[src/rtl/eis_pkg.sv]
// Shared types for the external interrupt sense unit.
// Assumes nothing beyond the 2-bit mode encoding fixed by the register layout.
package eis_pkg;

    typedef enum logic [1:0] {
        SENSE_LOW  = 2'b00,
        SENSE_ANY  = 2'b01,
        SENSE_FALL = 2'b10,
        SENSE_RISE = 2'b11
    } sense_e;

endpackage

[src/rtl/eis_sync.sv]
// Multi-stage synchroniser for a vector of asynchronous pins.
// Assumes STAGES >= 2. Every stage resets to 0.
module eis_sync #(
    parameter int NPINS  = 2,
    parameter int STAGES = 2
) (
    input  logic             clk,
    input  logic             rst_n,
    input  logic [NPINS-1:0] pin_i,
    output logic [NPINS-1:0] sync_o
);
    localparam int LAST = STAGES - 1;

    logic [NPINS-1:0] stage_q [STAGES];

    genvar s;
    generate
        for (s = 0; s < STAGES; s++) begin : g_stage
            // Purpose: shift the pin sample one stage deeper on each clock.
            always_ff @(posedge clk) begin
                if (!rst_n)      stage_q[s] <= '0;
                else if (s == 0) stage_q[s] <= pin_i;
                else             stage_q[s] <= stage_q[(s == 0) ? 0 : s-1];
            end
        end
    endgenerate

    assign sync_o = stage_q[LAST];
endmodule

[src/rtl/eis_detect.sv]
// Event detector for one synchronised pin.
// Keeps the previous sample, decodes the shared sense mode and holds a
// sticky flag that is cleared by acknowledge. A new event wins over acknowledge.
// Assumes sync_i is already synchronous to clk.
module eis_detect
    import eis_pkg::*;
(
    input  logic   clk,
    input  logic   rst_n,
    input  sense_e mode_i,
    input  logic   sync_i,
    input  logic   ack_i,
    output logic   prev_o,
    output logic   flag_o,
    output logic   req_o
);
    logic prev_q;
    logic flag_q;
    logic hit;

    // Purpose: decode the selected edge condition from the current and previous samples.
    always_comb begin
        case (mode_i)
            SENSE_ANY:  hit = sync_i ^ prev_q;
            SENSE_FALL: hit = prev_q & ~sync_i;
            SENSE_RISE: hit = ~prev_q & sync_i;
            default:    hit = 1'b0;
        endcase
    end

    // Purpose: track the previous sample and update the sticky flag.
    always_ff @(posedge clk) begin
        if (!rst_n) begin
            prev_q <= 1'b0;
            flag_q <= 1'b0;
        end else begin
            prev_q <= sync_i;
            flag_q <= hit | (flag_q & ~ack_i);
        end
    end

    assign prev_o = prev_q;
    assign flag_o = flag_q;
    assign req_o  = (mode_i == SENSE_LOW) ? ~sync_i : flag_q;
endmodule

[src/rtl/eis_regs.sv]
// Sense-mode and pin-enable registers behind an 8-bit read/write port.
// Assumes that a write and a read of the same cycle are decoded from one address.
module eis_regs
    import eis_pkg::*;
#(
    parameter int             NPINS     = 2,
    parameter int             ADDR_W    = 6,
    parameter logic [ADDR_W-1:0] CTRL_ADDR = 6'h35,
    parameter logic [ADDR_W-1:0] MASK_ADDR = 6'h3B,
    parameter int             MASK_LSB  = 6
) (
    input  logic              clk,
    input  logic              rst_n,
    input  logic [ADDR_W-1:0] addr_i,
    input  logic [7:0]        wdata_i,
    input  logic              we_i,
    output logic [7:0]        rdata_o,
    output sense_e            mode_o,
    output logic [NPINS-1:0]  en_o
);
    localparam int MODE_W = $bits(sense_e);

    sense_e           mode_q;
    logic [NPINS-1:0] en_q;

    // Purpose: capture register writes.
    always_ff @(posedge clk) begin
        if (!rst_n) begin
            mode_q <= SENSE_LOW;
            en_q   <= '0;
        end else if (we_i) begin
            if (addr_i == CTRL_ADDR) mode_q <= sense_e'(wdata_i[MODE_W-1:0]);
            if (addr_i == MASK_ADDR) en_q   <= wdata_i[MASK_LSB +: NPINS];
        end
    end

    // Purpose: combinational read mux. Unused bits and addresses return 0.
    always_comb begin
        rdata_o = '0;
        if (addr_i == CTRL_ADDR) rdata_o[MODE_W-1:0]       = mode_q;
        if (addr_i == MASK_ADDR) rdata_o[MASK_LSB +: NPINS] = en_q;
    end

    assign mode_o = mode_q;
    assign en_o   = en_q;
endmodule

[src/rtl/ext_irq_sense.sv]
// Top of the external interrupt sense unit.
// Synchronises the pins, detects events per pin under one shared mode, and
// gates each request with its enable bit and the global enable.
// Assumes gie_i, ack_i and the register port are synchronous to clk.
module ext_irq_sense
    import eis_pkg::*;
#(
    parameter int NPINS       = 2,
    parameter int SYNC_STAGES = 2,
    parameter int ADDR_W      = 6
) (
    input  logic              clk,
    input  logic              rst_n,
    input  logic [ADDR_W-1:0] reg_addr,
    input  logic [7:0]        reg_wdata,
    input  logic              reg_we,
    output logic [7:0]        reg_rdata,
    input  logic [NPINS-1:0]  pin_i,
    input  logic              gie_i,
    input  logic [NPINS-1:0]  ack_i,
    output logic [NPINS-1:0]  irq_o
);
    sense_e           sense_mode;
    logic [NPINS-1:0] pin_en;
    logic [NPINS-1:0] pin_sync;
    logic [NPINS-1:0] pin_prev;
    logic [NPINS-1:0] pin_flag;
    logic [NPINS-1:0] pin_req;

    eis_regs #(.NPINS(NPINS), .ADDR_W(ADDR_W)) u_regs (
        .clk(clk), .rst_n(rst_n), .addr_i(reg_addr), .wdata_i(reg_wdata),
        .we_i(reg_we), .rdata_o(reg_rdata), .mode_o(sense_mode), .en_o(pin_en)
    );

    eis_sync #(.NPINS(NPINS), .STAGES(SYNC_STAGES)) u_sync (
        .clk(clk), .rst_n(rst_n), .pin_i(pin_i), .sync_o(pin_sync)
    );

    genvar p;
    generate
        for (p = 0; p < NPINS; p++) begin : g_pin
            eis_detect u_det (
                .clk(clk), .rst_n(rst_n), .mode_i(sense_mode),
                .sync_i(pin_sync[p]), .ack_i(ack_i[p]),
                .prev_o(pin_prev[p]), .flag_o(pin_flag[p]), .req_o(pin_req[p])
            );
        end
    endgenerate

    assign irq_o = pin_req & pin_en & {NPINS{gie_i}};
endmodule

[config.mk]
export PLATFORM = sky130hd
export DESIGN_NAME = ext_irq_sense
export DESIGN_NICKNAME = d
export VERILOG_FILES = /design/src/rtl/eis_pkg.sv /design/src/rtl/eis_sync.sv /design/src/rtl/eis_detect.sv /design/src/rtl/eis_regs.sv /design/src/rtl/ext_irq_sense.sv
export SDC_FILE = /design/constraint.sdc
export NUM_CORES = 1
export LEC_CHECK = 0
export BUFFER_PORTS_ARGS = -buffer_cell sky130_fd_sc_hd__buf_2
export CAP_MARGIN = 20
export CORE_UTILIZATION = 43
export CTS_BUF_LIST = sky130_fd_sc_hd__clkbuf_4 sky130_fd_sc_hd__clkbuf_8 sky130_fd_sc_hd__clkbuf_16
export CTS_CLUSTER_DIAMETER = 80
export DETAILED_ROUTE_END_ITERATION = 8
export PLACE_DENSITY = 0.79
export SYNTH_ARGS = -nofsm -noshare
export SYNTH_HDL_FRONTEND = slang
export SYNTH_SLANG_ARGS = --single-unit
[constraint.sdc]
create_clock -name clk -period 1.1 [get_ports clk]
set_input_delay 0.055 -clock clk [delete_from_list [all_inputs] [get_ports clk]]
set_output_delay 0.055 -clock clk [all_outputs]
set_load 0.02 [all_outputs]
* Word-level counts from Yosys, hierarchy flattened
Memories as Yosys holds them, arrays and structs flattened.
Index checks and enable logic that the tools add are counted.
** Cells by class
- Bitwise logic cells :: 20
- Equal/unequal tests :: 5
- Muxes and demuxes :: 10
- Reductions and logical operators :: 3
** Operators by type and width (number)
- $eq 6x6->1 const B :: 2
- $mux 2 :: 4
- $and 1x1->1 :: 6
- $not 1->1 :: 6
- $pmux 1 s3 :: 2
- $and 2x2->2 :: 2
- $eq 2x2->1 const B :: 2
- $mux 1 :: 4
- $or 1x1->1 :: 4
- $reduce_and 2->1 :: 2
- $eq 2x1->1 const B :: 1
- $logic_not 2->1 :: 1
- $xor 1x1->1 :: 2
** Storage, ports and cells
- Logic and storage cells :: 45
- Register bits :: 8
- Output and inout port bits :: 10
- Memories kept :: 1
- RAM bits :: 4
- Input bits :: 22
** Memories
- u_sync.stage_q :: words 2, bits a word 2, read ports 2, clocked after memory_dff 0, write ports 2, RTL line eis_sync.sv:14 : logic [NPINS-1:0] stage_q [STAGES];

* Logic depth before layout (Yosys ltp)
Gate-level depths: netlist of run 1.
An unclocked memory read counts as a cell.
- Depth after elaboration :: 5
- Mapped depth :: 5
- Gate-level depth less buffers :: 5

* By module
From an unflattened synthesis of run 1, not the netlist that was laid out.
** Second synthesis, totals
- Cells, all modules :: 72
- Area, all modules :: 651.9 um^2
** By module, submodules not included
- eis_regs :: times used 1, area each 271.5 um^2, cells an instance 34, sequential area each 80.1 um^2
- eis_detect :: times used 2, area each 131.4 um^2, cells an instance 14, sequential area each 40.0 um^2
- eis_sync :: times used 1, area each 105.1 um^2, cells an instance 8, sequential area each 80.1 um^2
- ext_irq_sense :: times used 1, area each 12.5 um^2, cells an instance 2, sequential area each 0.0 um^2

* Worst setup path before layout of run 1
No wires, ideal clock.
- Path type :: reg2out
- From :: register u_regs.mode_q[0], in the netlist u_regs.mode_o[0]
- To :: output irq_o[0]
- Arrival time :: 1.079 ns
- Data required time :: 1.045 ns
- Path buffers :: 0
- Cell stages (with the launch flop) :: 4
- Path slack :: -0.034 ns
- Cell sequence :: dfxtp_1 -> nor2_2 -> nor2_1 -> a211oi_1
** On the way
- Longest elaborated chain between the ends :: 4
** Ends and longest elaborated chain
- start, declared :: RTL line eis_regs.sv:23 : sense_e mode_q;
- start signal, assigned :: RTL line eis_regs.sv:32 : if (addr_i == CTRL_ADDR) mode_q <= sense_e'(wdata_i[MODE_W-1:0]);
- $logic_not 2->1 :: RTL line eis_detect.sv:44 : assign req_o = (mode_i == SENSE_LOW) ? ~sync_i : flag_q;
- $mux 1 :: RTL line eis_detect.sv:44
- $and 2x2->2 (2 in a row) :: RTL line ext_irq_sense.sv:50 : assign irq_o = pin_req & pin_en & {NPINS{gie_i}};
- end, declared :: RTL line ext_irq_sense.sv:21 : output logic [NPINS-1:0] irq_o
No other way between the ends.

* Final worst setup path of run 1
- From :: register u_regs.mode_q[0], in the netlist u_regs.mode_o[0]
- To :: output irq_o[1]
Same word-level chain as after synthesis.

==> out/results.ini, run 1 <==
[yosys]
ys_ff_latch=12
ys_seq_area_share_pct=37.4
synth_top_area_share_pct=37.4
yosysTopAreaCell=dfxtp_1
ys_top_cells_by_area=dfxtp_1, and2_1, ha_1, mux2i_1, nand2_1
synthXorXnorAreaFrac_pct=0
synth_compound_area_share_pct=6.61
synth_top_family_by_area=simple AND/OR/NAND/NOR gates
yosysWarnings=0
yosys.area_share.simple_pct=32.1
synth_cell_types=24
syn-instance-count=75
syn_area_um2=643
synthAdderAreaFrac_pct=7.78
synth.area.mux_share_pct=7.98
syn_area_per_cell_um2=8.57

[setup_path]
path_buf_inv=1
end_kind=output port
worstPathRequired_ns=1.04
critPathSlowestCell=dfxtp_2
cpLargestDelayFamily=flip-flops
cpPeakStageDelay_ns=0.34
cp_max_fo=2
critPathKind=flop to output port
setup.worst_path.start_class=flop
critPathArrivalTime_ns=1.35
crit_chain=nor2_4 > mux2_4 > and3_4 > buf_6

[floorplan]
core_area_um2=1350
dieWidth_um=40.7
start_util_pct=47.6
die_h_um=40.7
fp-row-count=13
io_pins=32
dieArea_um2=1650

[placed_design]
globalplace.congestion=0.741
dp_slack_ns=-0.0221
io_buffers=23
place_inst=114
place_area_um2=782
dp_hpwl_um=987

[timing]
rsz0062_at_grt=true
min_period_ns=1.40
drv_slew=0
fin_worst_skew_ns=0.00118
hold_viol_final=0
period_share_pct=127
timing.hold.ws_ns=0.0163
finalWorstSetupSlack_ns=-0.302
max_freq_mhz=713
setup_viol=2

[clock_tree]
root_buffer=clkbuf_4
tritoncts=yes
cts_buffers=3
worstSkewPairLatency_ns=0.28
cts_buffer_depth=2
clk_pin_slew_ns=0.07
htreeDepth=1
clock_sinks=12

[layout]
drive_above_1_share_pct=41.5
fillCellCount=103
utilization_pct=66.5
final_cell_mix=buf_2, and2_1, nand2_1
num-nets-final=133
syn_to_final_growth_pct=39.5
final_cells=121
final_area_um2=897
layout.cells.most_common=buf_2
diodes=0

[global_routing]
grt_max_degree=17
grt_pass1_wl_um=2230
gr-total-overflow=0
antenna_found_initial=0
grt_pass1_vias=562
grtUsageTotal_pct=21.3

[route]
ant_nets=0
vias=589
wl_um=1420
drc=0
wl_per_cell_um=11.8
vias_per_cell=4.87
first_iter_violations=3
drt-pass1-iter-count=4

[power]
sequentialPowerShare_pct=50.0
vdd_drop_max_mv=0.726
pwr_density_cell_nw_per_um2=1000
combPwrFrac_pct=10.6
internal_power_mw=0.692
clkPwrFrac_pct=39.4
p_sw_mw=0.207
switching_share_pct=23.0
p_leak_nw=0.411

[min_path]
hp-class=primary input to flop

[run_status]
status=finished with violations
violations=negative setup slack

[job]
drv_cap=0

==> layout make-up <==
| class | instances | area, um^2 | share of cell area (%) |
|---|---|---|---|
| Tap cell | 15 | 18.8 | 2.09 |
| Clock buffer | 4 | 36.3 | 4.04 |
| Inverter | 4 | 15.0 | 1.67 |
| Timing Repair Buffer | 29 | 194 | 21.6 |
| Multi-Input combinational cell | 57 | 388 | 43.2 |
| Sequential cell | 12 | 245 | 27.3 |
==> metal layers <==
| metal | wire length, um | vias to the layer above | global-route usage (%) |
|---|---|---|---|
| met5 | 0 | - | 0 |
| met4 | 27 | 0 | 10.0 |
| met3 | 59 | 3 | 4.89 |
| met2 | 747 | 18 | 38.5 |
| met1 | 589 | 272 | 23.3 |
| li1 | - | 296 | - |
==> worst paths after layout <==
path / startpoint / endpoint / slack (ns) / cells after the start
worst min-delay path: reg_wdata[6] / u_regs.en_o[0] / 0.02 / 3
worst min register to register: u_sync.stage_q[0][1] / u_sync.stage_q[1][1] / 0.44 / 1
worst max-delay path: u_regs.mode_o[0] / irq_o[1] / -0.30 / 4
worst max register to register: g_pin[1].u_det.prev_o / g_pin[1].u_det.flag_o / 0.07 / 5
==> stage by stage <==
step | setup TNS [ns] | total power, mW
detailed placement | -0.0221 | 0.543
global route | -0.644 | 0.937
CTS | -0.498 | 0.906
global placement | -0.0200 | 0.538
floorplan | -0.000998 | 0.512
finish | -0.544 | 0.899
==> worst register-to-register path, cell delays in order, from the launching register on <==
cell      delay, ns
dfxtp_2        0.33
inv_1          0.04
ha_1           0.29
nor2_1         0.12
o21ai_2        0.06
a21boi_1       0.13
==> synth_stat cells (all sizes together) <==
| master | instances |
|---|---|
| and2 | 12 |
| buf | 4 |
| nand3b | 1 |
| dfxtp | 12 |
| mux2 | 1 |
| a21boi | 2 |
| or3b | 1 |
| nand4 | 1 |
| a211oi | 1 |
| inv | 4 |
| a21oi | 2 |
| nand2 | 9 |
| nor2b | 3 |
| and3 | 1 |
| nor2 | 8 |
| nand3 | 1 |
| ha | 4 |
| o21ai | 2 |
| mux2i | 4 |
| clkbuf | 1 |
| conb | 1 |
==> power by group through the flow <==
stage               registers, mW  clock network, mW  logic, mW
floorplan                   0.457                  0     0.0542
global placement            0.458                  0     0.0795
detailed placement          0.459                  0     0.0844
CTS                         0.449              0.366     0.0922
global route                0.451              0.380      0.106
finish                      0.449              0.354     0.0954
==> logic make-up (layout without fill, tap and decap cells) <==
family          count (synthesis)  after routing
buf+inv                         9             37
compound gates                  7              7
simple gates                   37             37
other cells                     1              4
fa+ha+maj                       4              4
mux                             5              5
flops                          12             12
==> what timing repair did <==
item	CTS	global route
setup endpoints to repair	3	6
resized for setup	10	9
endpoints found under the hold margin	2	0
hold buffers	2	0
buffers inserted	0	1
pin swaps	2	2
==> sequential cells by signal, indices dropped and copies added, names as in the netlist <==
| register | flops |
|---|---|
| u_regs.mode_o | 2 |
| g_pin.u_det.prev_o | 2 |
| u_sync.stage_q | 4 |
| g_pin.u_det.flag_o | 2 |
| u_regs.en_o | 2 |
(Power assumes the default switching activity.)
==> run 2: changes to the inputs <==
- CORE_UTILIZATION: 43 -> 46
- CTS_BUF_LIST: sky130_fd_sc_hd__clkbuf_4 sky130_fd_sc_hd__clkbuf_8 sky130_fd_sc_hd__clkbuf_16 -> sky130_fd_sc_hd__clkbuf_8
- PLACE_DENSITY: 0.79 -> 0.83
==> out/results.ini, run 2 (same netlist as run 1, synthesis figures left out) <==
[clock_tree]
hold_buffers=0
worstSkewPairLatency_ns=0.25
cts_buffer_depth=2
clock_sinks=12
root_buffer=clkbuf_8
clk_pin_slew_ns=0.05
htreeDepth=1
cts_buffers=3
tritoncts=yes

[timing]
max_freq_mhz=734
setup_viol=2
timing.hold.ws_ns=0.0215
hold_viol_final=0
fin_setup_tns_ns=-0.387
rsz0062_at_grt=true
min_period_ns=1.36
drv_slew=0
finalWorstSetupSlack_ns=-0.262
fin_worst_skew_ns=0.00923
period_share_pct=124

[route]
wl_per_cell_um=12.8
wl_um=1500
drc=0
vias_per_cell=5.09
drt-pass1-iter-count=4
ant_nets=0
first_iter_violations=8
vias=596

[layout]
final_cells=117
register_area_um2=244
fillCellCount=118
regMostFlops=u_sync.stage_q
utilization_pct=65.3
layout.cells.most_common=buf_2
num-nets-final=130
diodes=0
largest_reg_flops=4
final_area_um2=850
syn_to_final_growth_pct=32.1
multi_input_area_um2=384
drive_above_1_share_pct=39.2
final_cell_mix=buf_2, and2_1, nand2_1, dfxtp_1, nor2_1

[placed_design]
dp_hpwl_um=989
io_buffers=23
place_inst=114
globalplace.congestion=0.711
place_area_um2=782
dp_slack_ns=-0.0616

[power]
pwr_density_cell_nw_per_um2=1100
power.total_mw=0.938
vdd_drop_max_mv=0.865
p_leak_nw=0.395

[floorplan]
io_pins=32
dieWidth_um=39.4
start_util_pct=49.4
die_h_um=39.4
core_area_um2=1300
dieArea_um2=1550
fp-row-count=13

[global_routing]
grt_max_degree=17
grt_pass1_wl_um=2060
gr-total-overflow=0
antenna_found_initial=0
grt_pass1_vias=553
grtUsageTotal_pct=20.9

[min_path]
hp-start=pin_i[0]
hp-class=primary input to flop
hold_end=u_sync.stage_q[0][0]
whs_path_depth=2

[run_status]
violations=negative setup slack
status=finished with violations

[setup_path]
cp_max_fo=2
worstPathRequired_ns=1.04
critPathKind=flop to output port
critPathArrivalTime_ns=1.31
end_kind=output port
r2r-end=g_pin[1].u_det.flag_o
r2r_cells=5
critPathLaunch=u_regs.mode_o[1]
r2r_slack_ns=0.05
r2r_start=g_pin[1].u_det.prev_o
setup.worst_path.start_class=flop

[job]
drv_cap=0

-- run 2: changes by cell type in the layout (fill, tap and decap cells not counted), moves of 2 or more --
| cell | before | now |
|---|---|---|
| buf_6 | 5 | 1 |
| clkbuf_4 | 3 | 0 |
| buf_2 | 19 | 21 |
| clkbuf_8 | 1 | 3 |
| dlygate4sd3_1 | 2 | 0 |
-- run 2: how the worst max path moves through the flow --
stage | to | depth (start not counted)
detailed placement | irq_o[1] | 4
floorplan | irq_o[1] | 3
global placement | irq_o[1] | 4
finish | irq_o[1] | 4
global route | irq_o[1] | 4
CTS | irq_o[1] | 4
-- run 2: cell type report --
class,count,area share [%]
multi-input combinational,57,45.2
sequential,12,28.7
timing repair buffer,26,17.2
clock buffer,3,4.86
tap,15,2.21
inverter,4,1.77
-- run 2: power by group --
group          internal, mW  leakage [nW]  switching (mW)
Sequential            0.445        0.0992         0.00515
Clock                 0.241        0.0216           0.157
Combinational        0.0408         0.274          0.0493
Total                 0.727         0.395           0.211
-- run 2: per-layer routing --
metal	part of all wire (%)	track usage [%]	routed length [um]
met1	37	18.8	549
met2	57	42.9	860
met3	4.5	5.11	68
met4	1.4	7.76	21
met5	0	0	0
-- run 2: repair_timing --
action,4_1_cts,5_1_grt
pin swaps,3,1
setup endpoints to repair,2,4
buffers inserted,1,0
resized for setup,8,3
cloned,0,0
-- run 2: worst max-delay path: stages, from the launching register on --
cell     delay, ns
dfxtp_2       0.33
nor2_4        0.12
mux2_4        0.31
and3_4        0.17
buf_6         0.12
